[src/rtl/sem_pkg.sv]
package sem_pkg;

    typedef enum logic {
        PORT_L = 1'b0,
        PORT_R = 1'b1
    } port_e;

    typedef struct packed {
        logic  held;
        port_e owner;
        logic  pend;
    } sem_state_t;

    localparam sem_state_t SEM_FREE = '{held: 1'b0, owner: PORT_L, pend: 1'b0};

endpackage

[src/rtl/sem_port_decode.sv]
module sem_port_decode #(
    parameter int SEM_COUNT = 8,
    parameter int ADDR_W    = $clog2(SEM_COUNT)
) (
    input  logic                 clk,
    input  logic                 rst_n,
    input  logic                 sel,
    input  logic                 we,
    input  logic [ADDR_W-1:0]    addr,
    input  logic                 wbit,
    output logic [SEM_COUNT-1:0] take,
    output logic [SEM_COUNT-1:0] give
);

    logic wr_en;

    always_comb begin
        wr_en = sel & we;
        take  = '0;
        give  = '0;
        for (int i = 0; i < SEM_COUNT; i++) begin
            if (wr_en && (int'(addr) == i)) begin
                take[i] = ~wbit;
                give[i] = wbit;
            end
        end
    end

    // one write reaches at most one semaphore, as either a request or a release
    p_one_target_r1: assert property (@(posedge clk) disable iff (!rst_n)
        $onehot0(take | give) && ((take & give) == '0));

    // without select and write enable, no semaphore sees a strobe
    p_no_strobe_r11: assert property (@(posedge clk) disable iff (!rst_n)
        !(sel && we) |-> ((take | give) == '0));

endmodule

[src/rtl/sem_cell.sv]
module sem_cell
    import sem_pkg::*;
(
    input  logic clk,
    input  logic rst_n,
    input  logic l_take,
    input  logic l_give,
    input  logic r_take,
    input  logic r_give,
    output logic l_owns,
    output logic r_owns
);

    sem_state_t st_d, st_q;
    logic  hold_give;
    logic  oth_take;
    logic  oth_give;
    logic  pend_eff;
    port_e other;

    always_comb begin
        st_d      = st_q;
        other     = port_e'(~st_q.owner);
        hold_give = (st_q.owner == PORT_L) ? l_give : r_give;
        oth_take  = (st_q.owner == PORT_L) ? r_take : l_take;
        oth_give  = (st_q.owner == PORT_L) ? r_give : l_give;
        pend_eff  = (st_q.pend | oth_take) & ~oth_give;

        if (!st_q.held) begin
            if (l_take) begin
                st_d.held  = 1'b1;
                st_d.owner = PORT_L;
                st_d.pend  = r_take;
            end else if (r_take) begin
                st_d.held  = 1'b1;
                st_d.owner = PORT_R;
                st_d.pend  = 1'b0;
            end
        end else if (hold_give) begin
            if (pend_eff) begin
                st_d.owner = other;
                st_d.pend  = 1'b0;
            end else begin
                st_d.held  = 1'b0;
                st_d.pend  = 1'b0;
            end
        end else begin
            st_d.pend = pend_eff;
        end
    end

    always_ff @(posedge clk or negedge rst_n) begin
        if (!rst_n) begin
            st_q <= SEM_FREE;
        end else begin
            st_q <= st_d;
        end
    end

    assign l_owns = st_q.held && (st_q.owner == PORT_L);
    assign r_owns = st_q.held && (st_q.owner == PORT_R);

    // a pending request exists only while the token is held
    p_pend_held_r5: assert property (@(posedge clk) disable iff (!rst_n)
        st_q.pend |-> st_q.held);

    // without a release by the holder, ownership stays put
    p_keep_owner_r5: assert property (@(posedge clk) disable iff (!rst_n)
        (st_q.held && !hold_give) |=> (st_q.held && $stable(st_q.owner)));

    // release with a pending request that is not withdrawn hands the token over
    p_handoff_r6: assert property (@(posedge clk) disable iff (!rst_n)
        (st_q.held && st_q.pend && hold_give && !oth_give)
        |=> (st_q.held && (st_q.owner != $past(st_q.owner)) && !st_q.pend));

    // release with nobody waiting frees the semaphore
    p_free_r7: assert property (@(posedge clk) disable iff (!rst_n)
        (st_q.held && !st_q.pend && hold_give && !oth_take) |=> !st_q.held);

    // a tie on a free semaphore goes to the left port, the right one waits
    p_tie_left_r8: assert property (@(posedge clk) disable iff (!rst_n)
        (!st_q.held && l_take && r_take)
        |=> (st_q.held && st_q.owner == PORT_L && st_q.pend));

endmodule

[src/rtl/sem_token_unit.sv]
module sem_token_unit #(
    parameter  int SEM_COUNT = 8,
    parameter  int DATA_W    = 8,
    localparam int ADDR_W    = $clog2(SEM_COUNT)
) (
    input  logic              clk,
    input  logic              rst_n,
    input  logic              l_sel,
    input  logic              l_we,
    input  logic [ADDR_W-1:0] l_addr,
    input  logic [DATA_W-1:0] l_wdata,
    output logic [DATA_W-1:0] l_rdata,
    input  logic              r_sel,
    input  logic              r_we,
    input  logic [ADDR_W-1:0] r_addr,
    input  logic [DATA_W-1:0] r_wdata,
    output logic [DATA_W-1:0] r_rdata
);

    logic [SEM_COUNT-1:0] l_take, l_give, r_take, r_give;
    logic [SEM_COUNT-1:0] l_owns, r_owns;
    logic                 l_stat, r_stat;

    sem_port_decode #(.SEM_COUNT(SEM_COUNT), .ADDR_W(ADDR_W)) u_dec_l (
        .clk(clk), .rst_n(rst_n), .sel(l_sel), .we(l_we), .addr(l_addr),
        .wbit(l_wdata[0]), .take(l_take), .give(l_give)
    );

    sem_port_decode #(.SEM_COUNT(SEM_COUNT), .ADDR_W(ADDR_W)) u_dec_r (
        .clk(clk), .rst_n(rst_n), .sel(r_sel), .we(r_we), .addr(r_addr),
        .wbit(r_wdata[0]), .take(r_take), .give(r_give)
    );

    for (genvar g = 0; g < SEM_COUNT; g++) begin : g_sem
        sem_cell u_cell (
            .clk   (clk),
            .rst_n (rst_n),
            .l_take(l_take[g]),
            .l_give(l_give[g]),
            .r_take(r_take[g]),
            .r_give(r_give[g]),
            .l_owns(l_owns[g]),
            .r_owns(r_owns[g])
        );
    end

    always_comb begin
        l_stat  = ~l_owns[l_addr];
        r_stat  = ~r_owns[r_addr];
        l_rdata = {DATA_W{l_stat}};
        r_rdata = {DATA_W{r_stat}};
    end

    // the two ports never hold the same semaphore together
    p_single_owner_r4: assert property (@(posedge clk) disable iff (!rst_n)
        (l_owns & r_owns) == '0);

    // with neither port writing, no semaphore changes owner
    p_idle_stable_r11: assert property (@(posedge clk) disable iff (!rst_n)
        (!(l_sel && l_we) && !(r_sel && r_we)) |=> ($stable(l_owns) && $stable(r_owns)));

endmodule

[config.mk]
export PLATFORM = sky130hd
export DESIGN_NAME = sem_token_unit
export DESIGN_NICKNAME = d
export VERILOG_FILES = /design/src/rtl/sem_pkg.sv /design/src/rtl/sem_port_decode.sv /design/src/rtl/sem_cell.sv /design/src/rtl/sem_token_unit.sv
export SDC_FILE = /design/constraint.sdc
export NUM_CORES = 1
export LEC_CHECK = 0
export ABC_AREA = 1
export BUFFER_PORTS_ARGS = -buffer_cell sky130_fd_sc_hd__buf_2
export CELL_PAD_IN_SITES_DETAIL_PLACEMENT = 2
export CELL_PAD_IN_SITES_GLOBAL_PLACEMENT = 2
export CORE_MARGIN = 3
export CORE_UTILIZATION = 26
export CTS_CLUSTER_SIZE = 24
export DETAILED_ROUTE_END_ITERATION = 10
export PLACE_DENSITY = 0.73
export SLEW_MARGIN = 20
export SYNTH_ARGS = -nofsm -noshare
export SYNTH_HDL_FRONTEND = slang
export SYNTH_SLANG_ARGS = --single-unit
[constraint.sdc]
create_clock -name clk -period 1.88 [get_ports clk]
set_input_delay 0.376 -clock clk [delete_from_list [all_inputs] [get_ports clk]]
set_output_delay 0.376 -clock clk [all_outputs]
set_load 0.01 [all_outputs]
==> impl_metrics.json, run 1 <==
{
  "status": "complete, but fails checks",
  "violations": "negative setup slack",
  "ys_types": 20,
  "tritoncts": "built",
  "relSlewSlack": 0.589,
  "slew_viol_final": 0,
  "clk_pin_slew_ns": 0.10,
  "finalNonFillerCells": 517,
  "portBuffers": 29,
  "clockBufferDepth": 2,
  "placedCellCount": 496,
  "synth_compound_area_frac": 0.126,
  "finalCritPeriodShare": 1.04,
  "die_h_um": 97.8,
  "grt_pass1_wl_mm": 14.6,
  "synth_top_family_by_area": "simple AND/OR/NAND/NOR gates",
  "worstSetupPathType": "flip-flop to output pin",
  "irDropWorstVdd_v": 0.000298,
  "viasPerCell": 5.13,
  "drive_gt1_frac": 0.287,
  "hold_viol_final": 0,
  "wl_mm": 9.12,
  "core_mm2": 0.00797,
  "r2r-end": "g_sem[1].u_cell.st_q[1]",
  "power.density_mw_per_mm2": 932,
  "setup_viol": 14,
  "cp_cell_sequence": "inv_2 > a21oi_2 > nor3_4 > a21oi_4 > buf_2",
  "fill_cells": 994,
  "drc_errors": 0,
  "synth_adder_area_share": 0,
  "drt_iter0_markers": 71,
  "r2r-start": "g_sem[1].u_cell.st_q[1]",
  "startpoint": "g_sem[3].u_cell.st_q[1]",
  "end_kind": "output pin",
  "syn_inst": 362,
  "critical_path.top_delay_family": "compound AO/OA/AOI/OAI gates",
  "ys_ff_latch": 24,
  "syn_nets": 390,
  "synth_area_per_cell_um2": 6.05,
  "grt_usage": 0.184,
  "skew_ns": 0.00641,
  "p_leak_nw": 1.45,
  "start_util": 0.275,
  "num_io_pins": 44,
  "largestRegisters": "g_sem.u_cell.st_q (24)",
  "rows": 32,
  "gp_congestion": 0.822,
  "maxCapViolCount": 0,
  "rr_worst_depth": 9,
  "worstPathArrival_ns": 1.58,
  "ant_nets": 0,
  "clock-sinks": 24,
  "largest_reg_flops": 24,
  "seq_area_frac_synth": 0.274,
  "rrSetupSlack_ns": 0.43,
  "regArea_um2": 608,
  "wl_per_cell_um": 17.6,
  "min_period_ns": 1.95,
  "required_ns": 1.50,
  "worst_pin_slew_ns": 0.616,
  "synthMuxAreaShare": 0,
  "first_pass_iters": 4,
  "cp-start-kind": "flip-flop",
  "grt_overflow": 0,
  "max_freq_mhz": 512,
  "cts-root-buf": "clkbuf_8",
  "vias": 2651,
  "area_growth_pct": 30.4,
  "h-tree-depth": 1,
  "crit_cells": 5,
  "antenna_found_initial": 0,
  "fin_ws_ns": -0.0717,
  "yosysWarnings": 0,
  "die_area_mm2": 0.00956,
  "worst_path_largest_cell_delay_ns": 0.44,
  "antenna_cells": 0,
  "holdWs_ns": 0.0977,
  "largest-register": "g_sem.u_cell.st_q",
  "clk-insertion-delay-late_ns": 0.28,
  "grt_max_degree": 25,
  "grt_pass1_vias": 2930,
  "yosys.area_share.simple": 0.459,
  "multi_input_area_mm2": 0.00140,
  "netlist_area_mm2": 0.00219,
  "crit_buf_inv": 2,
  "hold_class": "input pin to asynchronous set/reset pin",
  "nNetsFinal": 444,
  "cp_max_fo": 8,
  "grt_setup_unrepaired": "yes",
  "crit_slowest_cell": "dfrtp_1",
  "hpwlAfterDp_mm": 6.53,
  "synth-xor-area-share": 0,
  "dieWidth_um": 97.8,
  "cts_inserted_buffers": 3,
  "postCtsHoldBufs": 0
}
## area by class of cell
| cell class | instances | area share |
|---|---|---|
| clock buffers | 4 | 0.0193 |
| inverters | 44 | 0.0578 |
| multi-input cells | 274 | 0.489 |
| flip-flops and latches | 24 | 0.213 |
| well taps | 102 | 0.0447 |
| repair buffers | 69 | 0.177 |
## logic make-up (layout without fill, tap and decap cells)
| family | Yosys count | after routing |
|---|---|---|
| and+or+nand+nor | 223 | 223 |
| buffers and inverters | 64 | 117 |
| AOI/OAI and AO/OA | 51 | 51 |
| DFF | 24 | 24 |
## cell usage in the layout (no fill, tap or decap), types with 4 or more instances in the layout
cell      instances
buf_6            11
o21ai_2           4
nand2_1         112
nand3b_1          8
o21ai_1           6
a21oi_1           4
nor3_1            4
inv_2            14
clkbuf_8          4
o21ai_0          15
dfrtp_2           6
inv_1            30
buf_4            36
nand3_1          69
nor2_2            4
o22ai_1           5
a21oi_2           4
nor2_1           15
a31oi_1           8
dfrtp_1          18
buf_2            22
## through the flow
step	util	TNS [ns]	area [um2]	power [mW]	setup WS (ns)
6_report	0.359	-0.517	2860	2.66	-0.0717
5_1_grt	0.359	-1.78	2860	2.90	-0.136
4_1_cts	0.344	-0.316	2740	2.54	-0.0281
3_5_place_dp	0.313	-0.197	2500	1.98	-0.0311
3_3_place_gp	0.313	0	2500	1.90	0.00788
2_1_floorplan	-	0	2200	1.60	0.102
## power by group
group | switching, mW | internal [mW]
sequential | 0.169 | 0.663
combinational | 0.859 | 0.585
clock | 0.199 | 0.188
## per-layer routing
metal  global-route usage  vias up  wire (um)
met2                0.351       30       4740
met5                    0        -          0
met1                0.225     1310       4080
met4               0.0288        0        160
met3               0.0221       14        142
li1                     -     1297          -
## repair_timing
action	4_1_cts	5_1_grt
pin swaps	9	3
endpoints found under the setup margin	16	16
setup buffers	14	4
gates cloned	0	0
gates resized for setup	36	26
## how the worst max path moves through the flow
stage | to | slack [ns]
after global routing | r_rdata[1] | -0.14
after floorplan | r_rdata[0] | 0.10
after detailed placement | r_rdata[6] | -0.03
after CTS | r_rdata[3] | -0.03
final | l_rdata[5] | -0.07
after global placement | r_rdata[1] | 0.008
## synth_stat cells
master | n | area [um2]
nor3_1 | 7 | 35.0
dfrtp_1 | 24 | 601
buf_2 | 2 | 10.0
nand2_2 | 1 | 6.26
nor2_2 | 4 | 25.0
nand3_2 | 2 | 20.0
nor2_4 | 2 | 22.5
nand4_1 | 1 | 6.26
inv_1 | 42 | 158
nand3_1 | 69 | 345
inv_2 | 2 | 7.51
o22ai_1 | 5 | 31.3
a21oi_1 | 11 | 55.1
nand2_1 | 113 | 424
buf_4 | 18 | 135
a31oi_1 | 9 | 56.3
o21ai_0 | 25 | 125
nand3b_1 | 8 | 60.1
nor2_1 | 16 | 60.1
o211ai_1 | 1 | 7.51
Note: power is estimated with default switching activity, not from simulation.
==> inputs of run 2 (changes only) <==
--- a/config.mk
+++ b/config.mk
@@ -9,7 +9,6 @@
 export BUFFER_PORTS_ARGS = -buffer_cell sky130_fd_sc_hd__buf_2
 export CELL_PAD_IN_SITES_DETAIL_PLACEMENT = 2
 export CELL_PAD_IN_SITES_GLOBAL_PLACEMENT = 2
-export CORE_MARGIN = 3
 export CORE_UTILIZATION = 26
 export CTS_CLUSTER_SIZE = 24
 export DETAILED_ROUTE_END_ITERATION = 10
==> impl_metrics.json, run 2 (synthesized netlist as in run 1, its figures left out) <==
{
  "antenna_found_initial": 0,
  "cts-root-buf": "clkbuf_8",
  "core_mm2": 0.00818,
  "grt_setup_unrepaired": "yes",
  "gp_congestion": 0.788,
  "final_common_cell": "nand2_1",
  "wl_per_cell_um": 16.8,
  "skew_ns": 0.00439,
  "required_ns": 1.50,
  "r2r-start": "g_sem[2].u_cell.st_q[1]",
  "clk-insertion-delay-late_ns": 0.28,
  "end_kind": "output pin",
  "ant_nets": 0,
  "finalCritPeriodShare": 1.04,
  "irDropWorstVdd_v": 0.000320,
  "maxCapViolCount": 0,
  "viasPerCell": 5.09,
  "hpwlAfterDp_mm": 6.26,
  "fin_ws_ns": -0.0809,
  "worst_pin_slew_ns": 0.626,
  "p_int_mw": 1.33,
  "setup_viol": 8,
  "clk_pin_slew_ns": 0.11,
  "wl_mm": 8.70,
  "grt_usage": 0.202,
  "largest_reg_flops": 24,
  "r2r-end": "g_sem[2].u_cell.st_q[1]",
  "drc_errors": 0,
  "cp_max_fo": 8,
  "cp-start-kind": "flip-flop",
  "num_io_pins": 44,
  "vias": 2642,
  "rr_worst_depth": 9,
  "largest-register": "g_sem.u_cell.st_q",
  "rows": 33,
  "cts_inserted_buffers": 3,
  "status": "complete, but fails checks",
  "dpl_cell_area_mm2": 0.00252,
  "drt_iter0_markers": 58,
  "rrSetupSlack_ns": 0.47,
  "violations": "negative setup slack",
  "drive_gt1_frac": 0.273,
  "die_area_mm2": 0.00880,
  "final_cell_mix": "nand2_1 (112), nand3_1 (68), buf_4 (38)",
  "hold_class": "input pin to asynchronous set/reset pin",
  "grt_pass1_vias": 2800,
  "p_clk_frac": 0.141,
  "p_leak_nw": 1.43,
  "start_util": 0.268,
  "clockBufferDepth": 2,
  "dieWidth_um": 93.8,
  "placedCellCount": 502,
  "slew_viol_final": 0,
  "largestRegisters": "g_sem.u_cell.st_q (24)",
  "antenna_cells": 0,
  "switching_share": 0.467,
  "die_h_um": 93.8,
  "pwr-share-comb": 0.535,
  "worstSetupPathType": "flip-flop to output pin",
  "relSlewSlack": 0.583,
  "power.density_mw_per_mm2": 901,
  "hold_viol_final": 0,
  "cp_cell_sequence": "inv_2 > o21ai_2 > nand4_1 > nor2_1 > a31oi_2 > buf_6 > buf_2",
  "area_growth_pct": 26.2,
  "grt_pass1_wl_mm": 13.9,
  "switching_power_mw": 1.16,
  "grt_max_degree": 25,
  "worst_path_largest_cell_delay_ns": 0.47,
  "min_period_ns": 1.96,
  "crit_slowest_cell": "dfrtp_1",
  "max_freq_mhz": 510,
  "tritoncts": "built",
  "h-tree-depth": 1,
  "worstPathArrival_ns": 1.58,
  "nNetsFinal": 444,
  "startpoint": "g_sem[6].u_cell.st_q[1]",
  "clock-sinks": 24,
  "final_area_mm2": 0.00277,
  "grt_overflow": 0,
  "first_pass_iters": 4,
  "finalNonFillerCells": 519,
  "portBuffers": 29,
  "seqPwrFrac": 0.325,
  "postCtsHoldBufs": 0,
  "holdWs_ns": 0.0940
}
[run 2: power groups by stage]
stage | clock [mW] | combinational (mW) | sequential (mW)
6_report | 0.350 | 1.33 | 0.809
3_3_place_gp | 0 | 1.09 | 0.806
4_1_cts | 0.374 | 1.26 | 0.810
2_1_floorplan | 0 | 0.813 | 0.787
5_1_grt | 0.383 | 1.51 | 0.832
3_5_place_dp | 0 | 1.15 | 0.816
[run 2: through the flow]
step	TNS [ns]	power (mW)	utilization	worst slack [ns]
CTS	-0.00230	2.45	0.328	-0.00204
global placement	0	1.90	0.309	0.0408
finish	-0.596	2.49	0.338	-0.0809
floorplan	0	1.60	-	0.102
detailed placement	0	1.97	0.309	0.0139
global route	-1.90	2.73	0.338	-0.141
[run 2: how the worst max path moves through the flow]
stage,to,slack (ns),cells past startpoint
global route,r_rdata[6],-0.14,7
floorplan,r_rdata[0],0.10,6
detailed placement,l_rdata[6],0.01,9
global placement,l_rdata[3],0.04,9
CTS,l_rdata[6],-0.002,6
finish,r_rdata[4],-0.08,7
[run 2: routing by layer]
metal,routed length [um],vias up,GRT usage
met1,3880,1320,0.251
li1,-,1292,-
met3,143,8,0.0227
met2,4580,22,0.378
met5,0,-,0
met4,96,0,0.0256
[run 2: repair_timing]
action	4_1_cts	5_1_grt
resized for setup	37	8
setup buffers	8	7
gates cloned	0	0
endpoints found under the hold margin	0	0
endpoints found under the setup margin	16	16
pin swaps	11	3
[run 2: critical path, delay by kind of cell (launching register included)]
kind	cells	cell delay, ns
AO/OA/AOI/OAI	2	0.22
buffers and inverters	3	0.37
flip-flops	1	0.47
AND/OR/NAND/NOR	2	0.25
[run 2: final cells by class]
cell class                      count  area, um2
Inverter                           44        165
Tap cell                          105        131
Fill cell                        1009       5410
Multi-Input combinational cell    274       1350
Sequential cell                    24        606
Timing Repair Buffer               69        468
Clock buffer                        3       41.3
==> inputs of run 3 (changes only) <==
--- a/config.mk
+++ b/config.mk
@@ -13,6 +13,7 @@
 export CTS_CLUSTER_SIZE = 24
 export DETAILED_ROUTE_END_ITERATION = 10
 export PLACE_DENSITY = 0.73
+export SKIP_CTS_REPAIR_TIMING = 1
 export SLEW_MARGIN = 20
 export SYNTH_ARGS = -nofsm -noshare
 export SYNTH_HDL_FRONTEND = slang
==> impl_metrics.json, run 3 (synthesized netlist as in run 1, its figures left out) <==
{
  "first_pass_iters": 4,
  "core_mm2": 0.00818,
  "clock-sinks": 24,
  "relSlewSlack": 0.584,
  "h-tree-depth": 1,
  "grt_overflow": 0,
  "max_freq_mhz": 529,
  "cp_max_fo": 8,
  "vias": 2610,
  "clk_pin_slew_ns": 0.11,
  "grt_max_degree": 25,
  "multi_input_area_mm2": 0.00133,
  "fin_ws_ns": -0.0116,
  "final_cell_mix": "nand2_1 (113), nand3_1 (69), inv_1 (37)",
  "nNetsFinal": 439,
  "cts-root-buf": "clkbuf_8",
  "skew_ns": 0.00156,
  "drt_iter0_markers": 51,
  "route.met2.wl_mm": 4.26,
  "grt_usage": 0.192,
  "largest-register": "g_sem.u_cell.st_q",
  "antenna_cells": 0,
  "portBuffers": 29,
  "wl_per_cell_um": 15.8,
  "wl_met1_mm": 3.69,
  "clockBufferDepth": 2,
  "die_h_um": 93.8,
  "largest_reg_flops": 24,
  "fill_cells": 1031,
  "dieWidth_um": 93.8,
  "cp-start-kind": "flip-flop",
  "irDropWorstVdd_v": 0.000343,
  "regArea_um2": 609,
  "highest_layer": "met4",
  "gp_congestion": 0.788,
  "finalCritPeriodShare": 1.01,
  "clk-insertion-delay-late_ns": 0.28,
  "status": "complete, but fails checks",
  "die_area_mm2": 0.00880,
  "drive_gt1_frac": 0.249,
  "hold_viol_final": 0,
  "power.density_mw_per_mm2": 893,
  "violations": "negative setup slack",
  "drc_errors": 0,
  "rows": 33,
  "worst_pin_slew_ns": 0.625,
  "ant_nets": 0,
  "antenna_found_initial": 0,
  "routed-wl-met3_um": 111,
  "min_period_ns": 1.89,
  "num_io_pins": 44,
  "largestRegisters": "g_sem.u_cell.st_q (24)",
  "worstPathArrival_ns": 1.52,
  "worstSetupPathType": "flip-flop to output pin",
  "slew_viol_final": 0,
  "grt_pass1_vias": 2705,
  "viasPerCell": 5.08,
  "final_common_cell": "nand2_1",
  "holdWs_ns": 0.0894,
  "end_kind": "output pin",
  "start_util": 0.268,
  "hpwlAfterDp_mm": 6.26,
  "totalPowerFinal_mw": 2.41,
  "grt_setup_unrepaired": "yes",
  "grt_pass1_wl_mm": 13.3,
  "setup_viol": 14,
  "hold_class": "input pin to asynchronous set/reset pin",
  "wl_mm": 8.14,
  "cts_inserted_buffers": 3,
  "area_growth_pct": 23.4,
  "tritoncts": "built",
  "maxCapViolCount": 0,
  "p_leak_nw": 1.40,
  "required_ns": 1.50
}
run 3: cell type report:
type                    instances  area share
repair buffers                 64       0.157
inverters                      44      0.0620
clock buffers                   3      0.0153
multi-input cells             274       0.492
well taps                     105      0.0486
flip-flops and latches         24       0.225
run 3: critical path: stages, from the launching register on:
cell	delay, ns
dfrtp_1	0.43
inv_1	0.10
o21ai_2	0.12
nand4_1	0.10
nor2_1	0.14
a31oi_2	0.05
buf_6	0.14
buf_2	0.13
run 3: path summary, 6_finish.rpt:
path,start,end,slack (ns),cells past startpoint
max,g_sem[7].u_cell.st_q[1],r_rdata[0],-0.01,7
min,rst_n,g_sem[6].u_cell.st_q[2],0.09,1
max reg2reg,g_sem[2].u_cell.st_q[1],g_sem[2].u_cell.st_q[1],0.51,9
min reg2reg,g_sem[6].u_cell.st_q[0],g_sem[6].u_cell.st_q[0],0.54,2
max in group asynchronous,rst_n,g_sem[0].u_cell.st_q[1],1.34,1
min in group clk,g_sem[6].u_cell.st_q[0],g_sem[6].u_cell.st_q[0],0.54,2
run 3: stage by stage:
step                utilization  std cells  worst slack, ns  instance area (um2)  TNS, ns
finish                    0.331        514          -0.0116                 2700   -0.109
global placement          0.309        502           0.0408                 2520        0
detailed placement        0.309        502           0.0139                 2520        0
floorplan                     -        362            0.102                 2200        0
CTS                       0.314        505           -0.260                 2560    -3.56
global route              0.331        514           -0.107                 2700    -1.52
run 3: layer usage:
metal,up-vias,global-route usage
met1,1303,0.241
li1,1279,-
met5,-,0
met4,0,0.0282
met2,20,0.356
met3,8,0.0227
run 3: report_power, final:
group	internal, mW	switching, mW	total, mW
clock network	0.145	0.209	0.354
logic	0.479	0.769	1.25
registers	0.664	0.148	0.812
total	1.29	1.13	2.41
